<file path="config.mk">
export PLATFORM = sky130hd
export DESIGN_NAME = kframe_rx
export DESIGN_NICKNAME = d
export VERILOG_FILES = /design/src/rtl/kfr_pkg.sv /design/src/rtl/kfr_evcnt.sv /design/src/rtl/kfr_crc32.sv /design/src/rtl/kfr_framer.sv /design/src/rtl/kfr_fields.sv /design/src/rtl/kframe_rx.sv
export SDC_FILE = /design/constraint.sdc
export NUM_CORES = 1
export LEC_CHECK = 0
export BUFFER_PORTS_ARGS = -buffer_cell sky130_fd_sc_hd__buf_2
export CAP_MARGIN = 40
export CORE_MARGIN = 4
export CORE_UTILIZATION = 40
export CTS_CLUSTER_DIAMETER = 50
export DETAILED_ROUTE_END_ITERATION = 10
export PLACE_DENSITY = 0.59
export RECOVER_POWER = 50
export SLEW_MARGIN = 20
export SYNTH_ARGS = -nofsm -noshare
export SYNTH_HDL_FRONTEND = slang
export SYNTH_SLANG_ARGS = --single-unit
</file>
<file path="constraint.sdc">
create_clock -name clk -period 2.3 [get_ports clk]
set_input_delay 0.115 -clock clk [delete_from_list [all_inputs] [get_ports clk]]
set_output_delay 0.115 -clock clk [all_outputs]
set_load 0.01 [all_outputs]
</file>
<file path="src/rtl/kfr_pkg.sv">
package kfr_pkg;
  localparam logic [7:0]  K_OPEN   = 8'h3C;
  localparam logic [7:0]  K_RESYNC = 8'hFB;
  localparam logic [31:0] CRC_POLY = 32'hEDB88320;
  localparam int          CRC_LEN  = 4;

  typedef enum logic [1:0] {SYM_IDLE, SYM_DATA, SYM_CTRL, SYM_BAD} sym_kind_e;

  function automatic logic [31:0] crc_step(input logic [31:0] c, input logic [7:0] d);
    logic [31:0] r;
    r = c ^ {24'd0, d};
    for (int i = 0; i < 8; i++) begin
      r = r[0] ? ((r >> 1) ^ CRC_POLY) : (r >> 1);
    end
    return r;
  endfunction
endpackage

</file>
<file path="src/rtl/kfr_evcnt.sv">
module kfr_evcnt #(
  parameter int W = 16
) (
  input  logic         clk,
  input  logic         rst,
  input  logic         inc,
  output logic [W-1:0] cnt
);
  always_ff @(posedge clk) begin
    if (rst)                  cnt <= '0;
    else if (inc && ~&cnt)    cnt <= cnt + W'(1);
  end


  cnt_step_chk: assert property (@(posedge clk) disable iff (rst)
    (inc && ~&cnt) |=> cnt == $past(cnt) + W'(1));


  cnt_idle_chk: assert property (@(posedge clk) disable iff (rst)
    !inc |=> $stable(cnt));
endmodule

</file>
<file path="src/rtl/kfr_crc32.sv">
module kfr_crc32 (
  input  logic        clk,
  input  logic        rst,
  input  logic        init,
  input  logic        upd,
  input  logic [7:0]  data,
  output logic [31:0] state
);
  always_ff @(posedge clk) begin
    if (rst || init) state <= 32'hFFFF_FFFF;
    else if (upd)    state <= kfr_pkg::crc_step(state, data);
  end
endmodule

</file>
<file path="src/rtl/kfr_framer.sv">
module kfr_framer
  import kfr_pkg::*;
#(
  parameter int PKT_BYTES = 16,
  parameter int IDX_W     = $clog2(PKT_BYTES + 1)
) (
  input  logic             clk,
  input  logic             rst,
  input  logic             sym_valid,
  input  logic             sym_k,
  input  logic             sym_err,
  input  logic [7:0]       sym_byte,
  input  logic             rdy_ack,
  output logic             store_en,
  output logic [IDX_W-1:0] store_idx,
  output logic             crc_init,
  output logic             done,
  output logic             pkt_ready,
  output logic             seed_restart,
  output logic             ev_dec,
  output logic             ev_proc,
  output logic             ev_rx
);
  localparam logic [IDX_W-1:0] FULL = IDX_W'(PKT_BYTES);
  localparam logic [IDX_W-1:0] LAST = IDX_W'(PKT_BYTES - 1);

  sym_kind_e        kind;
  logic             open_q;
  logic [IDX_W-1:0] idx_q;
  logic             start, resync, close_k, data_in;

  always_comb begin
    if (!sym_valid)   kind = SYM_IDLE;
    else if (sym_err) kind = SYM_BAD;
    else if (sym_k)   kind = SYM_CTRL;
    else              kind = SYM_DATA;
  end

  assign start    = (kind == SYM_CTRL) && (sym_byte == K_OPEN);
  assign resync   = (kind == SYM_CTRL) && (sym_byte == K_RESYNC) && open_q;
  assign close_k  = (kind == SYM_CTRL) && (sym_byte != K_OPEN) && (sym_byte != K_RESYNC);
  assign data_in  = (kind == SYM_DATA) && open_q;
  assign ev_dec   = (kind == SYM_BAD);
  assign ev_proc  = data_in && pkt_ready;
  assign ev_rx    = data_in && !pkt_ready && (idx_q == FULL);
  assign store_en = data_in && !pkt_ready && (idx_q != FULL);
  assign store_idx = idx_q;
  assign done     = store_en && (idx_q == LAST);
  assign crc_init = start || resync;

  always_ff @(posedge clk) begin
    if (rst) begin
      open_q <= 1'b0;
      idx_q  <= '0;
    end else if (crc_init) begin
      open_q <= 1'b1;
      idx_q  <= '0;
    end else if (close_k || ev_proc || ev_rx) begin
      open_q <= 1'b0;
    end else if (store_en) begin
      idx_q  <= idx_q + IDX_W'(1);
    end
  end

  always_ff @(posedge clk) begin
    if (rst) begin
      pkt_ready    <= 1'b0;
      seed_restart <= 1'b0;
    end else begin
      seed_restart <= start;
      if (done)         pkt_ready <= 1'b1;
      else if (rdy_ack) pkt_ready <= 1'b0;
    end
  end


  ready_hold_chk: assert property (@(posedge clk) disable iff (rst)
    (pkt_ready && !rdy_ack) |=> pkt_ready);


  ready_rise_chk: assert property (@(posedge clk) disable iff (rst)
    $rose(pkt_ready) |-> $past(sym_valid && !sym_k && !sym_err));


  seed_src_chk: assert property (@(posedge clk) disable iff (rst)
    seed_restart |-> $past(sym_valid && sym_k && !sym_err && sym_byte == K_OPEN));


  idx_bound_chk: assert property (@(posedge clk) disable iff (rst)
    idx_q <= FULL);
endmodule

</file>
<file path="src/rtl/kfr_fields.sv">
module kfr_fields
  import kfr_pkg::*;
#(
  parameter int PKT_BYTES = 16,
  parameter int BR_IDX    = 2,
  parameter bit BR_HI     = 1'b1,
  parameter int CH_IDX    = 9,
  parameter int IDX_W     = $clog2(PKT_BYTES + 1)
) (
  input  logic             clk,
  input  logic             rst,
  input  logic             store_en,
  input  logic [IDX_W-1:0] store_idx,
  input  logic [7:0]       sym_byte,
  input  logic             done,
  input  logic [31:0]      crc_state,
  output logic [3:0]       led_level,
  output logic [7:0]       chan_mask,
  output logic             crc_ok,
  output logic             ev_crc
);
  localparam int CRC_OFS = PKT_BYTES - CRC_LEN;

  logic [7:0]  br_sh, ch_sh;
  logic [7:0]  crc_sh [CRC_LEN-1];
  logic [3:0]  nib;
  logic [31:0] rx_crc;
  logic        match;

  always_ff @(posedge clk) begin
    if (rst) begin
      br_sh <= '0;
      ch_sh <= '0;
    end else if (store_en) begin
      if (store_idx == IDX_W'(BR_IDX)) br_sh <= sym_byte;
      if (store_idx == IDX_W'(CH_IDX)) ch_sh <= sym_byte;
    end
  end

  for (genvar g = 0; g < CRC_LEN - 1; g++) begin : g_crcb
    always_ff @(posedge clk) begin
      if (rst)
        crc_sh[g] <= '0;
      else if (store_en && store_idx == IDX_W'(CRC_OFS + g))
        crc_sh[g] <= sym_byte;
    end
  end

  if (BR_HI) begin : g_hi
    assign nib = br_sh[7:4];
  end else begin : g_lo
    assign nib = br_sh[3:0];
  end

  assign rx_crc = {sym_byte, crc_sh[2], crc_sh[1], crc_sh[0]};
  assign match  = (~crc_state == rx_crc);
  assign ev_crc = done && !match;

  always_ff @(posedge clk) begin
    if (rst) begin
      led_level <= '0;
      chan_mask <= '0;
      crc_ok    <= 1'b0;
    end else if (done) begin
      crc_ok <= match;
      if (match) begin
        led_level <= nib;
        chan_mask <= ch_sh;
      end
    end
  end


  keep_on_bad_chk: assert property (@(posedge clk) disable iff (rst)
    !crc_ok |-> ($stable(chan_mask) && $stable(led_level)));


  upd_only_done_chk: assert property (@(posedge clk) disable iff (rst)
    !$stable(chan_mask) |-> $past(done));
endmodule

</file>
<file path="src/rtl/kframe_rx.sv">
module kframe_rx #(
  parameter int NUM_MOD  = 8,
  parameter int MOD_ADDR = 5,
  parameter int CNT_W    = 16
) (
  input  logic             clk,
  input  logic             rst,
  input  logic             sym_valid,
  input  logic             sym_k,
  input  logic             sym_err,
  input  logic [7:0]       sym_byte,
  input  logic             rdy_ack,
  output logic             pkt_ready,
  output logic             pkt_crc_ok,
  output logic             seed_restart,
  output logic [3:0]       led_level,
  output logic [7:0]       chan_mask,
  output logic [CNT_W-1:0] crc_err_cnt,
  output logic [CNT_W-1:0] rx_ovf_cnt,
  output logic [CNT_W-1:0] proc_ovf_cnt,
  output logic [CNT_W-1:0] dec_err_cnt
);
  localparam int BR_BYTES  = (NUM_MOD + 1) / 2;
  localparam int CRC_OFS   = BR_BYTES + NUM_MOD;
  localparam int PKT_BYTES = CRC_OFS + kfr_pkg::CRC_LEN;
  localparam int IDX_W     = $clog2(PKT_BYTES + 1);
  localparam int BR_IDX    = MOD_ADDR / 2;
  localparam bit BR_HI     = (MOD_ADDR % 2) == 1;
  localparam int CH_IDX    = BR_BYTES + MOD_ADDR;

  logic             store_en, crc_init, done;
  logic [IDX_W-1:0] store_idx;
  logic [31:0]      crc_state;
  logic             ev_dec, ev_proc, ev_rx, ev_crc;

  kfr_framer #(.PKT_BYTES(PKT_BYTES), .IDX_W(IDX_W)) u_framer (
    .clk(clk), .rst(rst), .sym_valid(sym_valid), .sym_k(sym_k), .sym_err(sym_err),
    .sym_byte(sym_byte), .rdy_ack(rdy_ack), .store_en(store_en), .store_idx(store_idx),
    .crc_init(crc_init), .done(done), .pkt_ready(pkt_ready), .seed_restart(seed_restart),
    .ev_dec(ev_dec), .ev_proc(ev_proc), .ev_rx(ev_rx)
  );

  kfr_crc32 u_crc (
    .clk(clk), .rst(rst), .init(crc_init),
    .upd(store_en && (store_idx < IDX_W'(CRC_OFS))),
    .data(sym_byte), .state(crc_state)
  );

  kfr_fields #(.PKT_BYTES(PKT_BYTES), .BR_IDX(BR_IDX), .BR_HI(BR_HI),
               .CH_IDX(CH_IDX), .IDX_W(IDX_W)) u_fields (
    .clk(clk), .rst(rst), .store_en(store_en), .store_idx(store_idx),
    .sym_byte(sym_byte), .done(done), .crc_state(crc_state),
    .led_level(led_level), .chan_mask(chan_mask), .crc_ok(pkt_crc_ok), .ev_crc(ev_crc)
  );

  kfr_evcnt #(.W(CNT_W)) u_cnt_crc  (.clk(clk), .rst(rst), .inc(ev_crc),  .cnt(crc_err_cnt));
  kfr_evcnt #(.W(CNT_W)) u_cnt_rx   (.clk(clk), .rst(rst), .inc(ev_rx),   .cnt(rx_ovf_cnt));
  kfr_evcnt #(.W(CNT_W)) u_cnt_proc (.clk(clk), .rst(rst), .inc(ev_proc), .cnt(proc_ovf_cnt));
  kfr_evcnt #(.W(CNT_W)) u_cnt_dec  (.clk(clk), .rst(rst), .inc(ev_dec),  .cnt(dec_err_cnt));


  ok_with_ready_chk: assert property (@(posedge clk) disable iff (rst)
    !$stable(pkt_crc_ok) |-> $rose(pkt_ready) || $past(pkt_ready && done));
endmodule

</file>
==> run_results.csv <==
group,metric,value,unit
cts,cts_sinks,153,
layout,area_growth,19.7,%
floorplanning,coreArea,0.0182,mm^2
sta,worstMarginPinSlew,0.716,ns
layout,fillCellCount,1735,
sta,fmax,0.460,GHz
synth,synthTopCellsByCount,"dfxtp_1, xor2_1, nand2_1",
sta,finalSetupTns,0,ns
sta,slew_headroom,0.518,
synth,synth-seq-area-share,0.441,
cts,numCtsBuffers,17,
cts,ctsRootBufferMaster,"clkbuf_16",
power,sw_frac_of_total,0.217,
placement,post-place-ws,0.118,ns
sta,period_share,0.945,
route,routed_via_density,5.19,
layout,fin_nets,918,
run,maxCapViolations,0,
synth,synth.top_cell.area_share,0.345,
grt,grt_pass1_wl,29900,um
cts,clk_pin_slew,0.06,ns
route,route.detailed.drc,0,
power,vdd.ir_drop.worst,0.507,mV
worst_setup_path,cp_max_fo,27,
floorplanning,die-area,0.0210,mm^2
sta,hold_viol,0,
floorplanning,dieWidth,145,um
floorplanning,pin_count,93,
placement,portBuffers,92,
grt,use_met3,0.0440,
synth,synth_flop_cell,"dfxtp_1",
layout,drive_gt1_frac,0.121,
worst_setup_path,critPathLaunchType,"flop",
grt,grt_usage,0.179,
sta,drv_slew,0,
route,ant_nets,0,
synth,postSynthAreaPerCell,9.49,um^2
synth,synth-seq-cells,153,
cts,cts_tree,"done",
route,drtIter0Drc,230,
floorplanning,start_util,0.411,
sta,finalWorstSetupSlack,0.126,ns
power,p_int,4.95,mW
worst_setup_path,crit_path_end,"u_cnt_crc.cnt[15]$_SDFFE_PP0P_",
synth,synth-edff-count,24,
placement,dp_hpwl,12900,um
layout,multi_input_area,0.00398,mm^2
grt,grt_max_degree,65,
floorplanning,row_count,49,
layout,seq_area,0.00331,mm^2
worst_setup_path,crit_arrival,2.48,ns
synth,synth_top_cell_by_area,"dfxtp_1",
grt,globalRouteMet2Util,0.277,
worst_setup_path,critPathRequiredTime,2.60,ns
cts,clockBufferDepth,2,
sta,min_period,2.17,ns
power,seqPwrFrac,0.435,
power,switchingPower,1.37,mW
synth,syn_nets,812,
worst_setup_path,r2r_cells,8,
grt,antenna_found_initial,0,
power,comb_power_share,0.067,
route,routed_wl,18000,um
power,clockPowerShare,0.498,
synth,synthArstFlopShare,0,
floorplanning,fp.dieH,145,um
synth,netlist_area,0.00749,mm^2
worst_setup_path,path_class,"reg -> reg",
worst_hold_path,min_path_type,"in -> reg",
worst_setup_path,regToRegEndpoint,"u_cnt_crc.cnt[15]$_SDFFE_PP0P_",
layout,num_antenna_cells,0,
worst_setup_path,cp-startpoint,"u_framer.store_idx[1]$_SDFFE_PP0P_",
worst_setup_path,rrSetupSlack,0.13,ns
cts,clock_latency,0.42,ns
power,power_leakage,3.44,nW
power,total_power,6.32,mW
route,num_vias,5900,
grt,top_usage_layer,"met2",
synth,yosys-top-cells-area,"dfxtp_1, edfxtp_1, xor2_1",
synth,yosys_warnings,0,
synth,yosysMostFrequentCell,"dfxtp_1",
cts,h-tree-depth,4,
sta,skew,0.0106,ns
worst_setup_path,cp-end-kind,"flop",
grt,met1_usage,0.249,
sta,setup_viol,0,
grt,grt_pass1_vias,5682,
route,wl_per_cell,15.8,um
synth,ys_types,51,
sta,grt_setup_unrepaired,"false",
power,cellPowerDensity,705,mW/mm^2
cts,post_cts_buffers,0,
route,dr.pass1.iters,4,
worst_setup_path,r2r_start,"u_framer.store_idx[1]$_SDFFE_PP0P_",
run_status,status,"finished, final reports clean",
grt,overflow,0,
synth,syn_inst,789,
placement,place_congestion,0.798,
-- power groups by stage --
stage / clock network [mW] / registers [mW] / logic, mW
2_1_floorplan: 0 / 2.81 / 0.308
3_3_place_gp: 0 / 2.81 / 0.422
3_5_place_dp: 0 / 2.81 / 0.422
4_1_cts: 3.21 / 2.75 / 0.428
5_1_grt: 3.32 / 2.75 / 0.455
6_report: 3.15 / 2.75 / 0.420
-- cells in the final DEF, fill, tap and decap left out, drive strengths merged, types with 5 or more instances in the layout --
master  Yosys  final
o21ai      14     14
bufinv      0      5
o211ai     32     32
dfxtp     129    129
edfxtp     24     24
nor2b       5      5
nor3       16     16
a21oi      40     40
and2        6      6
nand4      24     24
ha          9      9
xor2       78     78
nand2      72     72
inv         7      8
or4        10     10
o31ai      10     10
and3       39     39
mux2i      16     16
or3        12     12
clkbuf     27    105
nor2       64     64
buf        18     48
xnor2      62     62
nand3      40     40
-- metal layers --
layer,part of all wire,wire [um],up-vias
li1,-,-,2986
met1,0.48,8610,2770
met2,0.46,8220,125
met3,0.048,865,19
met4,0.017,315,0
met5,0,0,-
-- flip-flops by register name, summed over array words and instances (netlist names), 4 cells and up --
register and flops:
u_crc.state 32, u_cnt_crc.cnt 16, u_framer.store_idx 5, u_fields.crc_sh 24, u_fields.led_level 4, u_fields.chan_mask 8
u_fields.ch_sh 8, u_cnt_dec.cnt 16, u_cnt_proc.cnt 16, u_cnt_rx.cnt 16, u_fields.br_sh 4
-- critical path, cell delays in order, from the launching register on --
cell and delay [ns]:
dfxtp_2 0.36, inv_1 0.07, ha_2 0.17, and4bb_4 0.22, nor3_4 0.18, nand2_2 0.12
a31o_4 0.31, nor4_2 0.28, mux2_2 0.35
-- how the worst min path moves through the flow --
stage	startpoint	endpoint	cells past startpoint
CTS	sym_k	u_framer.seed_restart$_SDFF_PP0_	3
floorplan	sym_k	u_framer.seed_restart$_SDFF_PP0_	2
finish	sym_k	u_framer.seed_restart$_SDFF_PP0_	3
detailed placement	rdy_ack	u_framer.pkt_ready$_SDFFE_PP0P_	3
global route	sym_k	u_framer.seed_restart$_SDFF_PP0_	3
global placement	sym_k	u_framer.seed_restart$_SDFF_PP0_	3
-- cells by family after synthesis --
family | Yosys count | share of synthesized area
adders and majority gates | 9 | 0.0150
DFF | 153 | 0.441
AOI/OAI and AO/OA | 107 | 0.0920
xor gates and xnor gates | 141 | 0.181
muxes | 19 | 0.0259
buffers and inverters | 52 | 0.0304
and+or+nand+nor | 308 | 0.214
-- final cells by class --
class / count / share of cell area
clock buffers: 22 / 0.0530
clock inverters: 10 / 0.0209
inverters: 7 / 0.00293
multi-input cells: 584 / 0.444
flip-flops and latches: 153 / 0.369
well taps: 229 / 0.0320
repair buffers: 132 / 0.0784
-- what timing repair did --
item,in CTS,in global routing
setup endpoints to repair,0,4
gates resized for setup,0,3
endpoints found under the hold margin,1,0
hold buffers,1,0
-- metrics by stage --
stage               hold slack [ns]  instance area, um^2  utilization  cells
floorplan                     0.264                 7500            -    789
global placement              0.437                 8400        0.461   1104
detailed placement            0.410                 8400        0.461   1104
CTS                          0.0105                 9070        0.498   1137
global route                 0.0185                 8960        0.492   1137
finish                       0.0279                 8960        0.492   1137
Note: power is estimated with default switching activity, not from simulation.
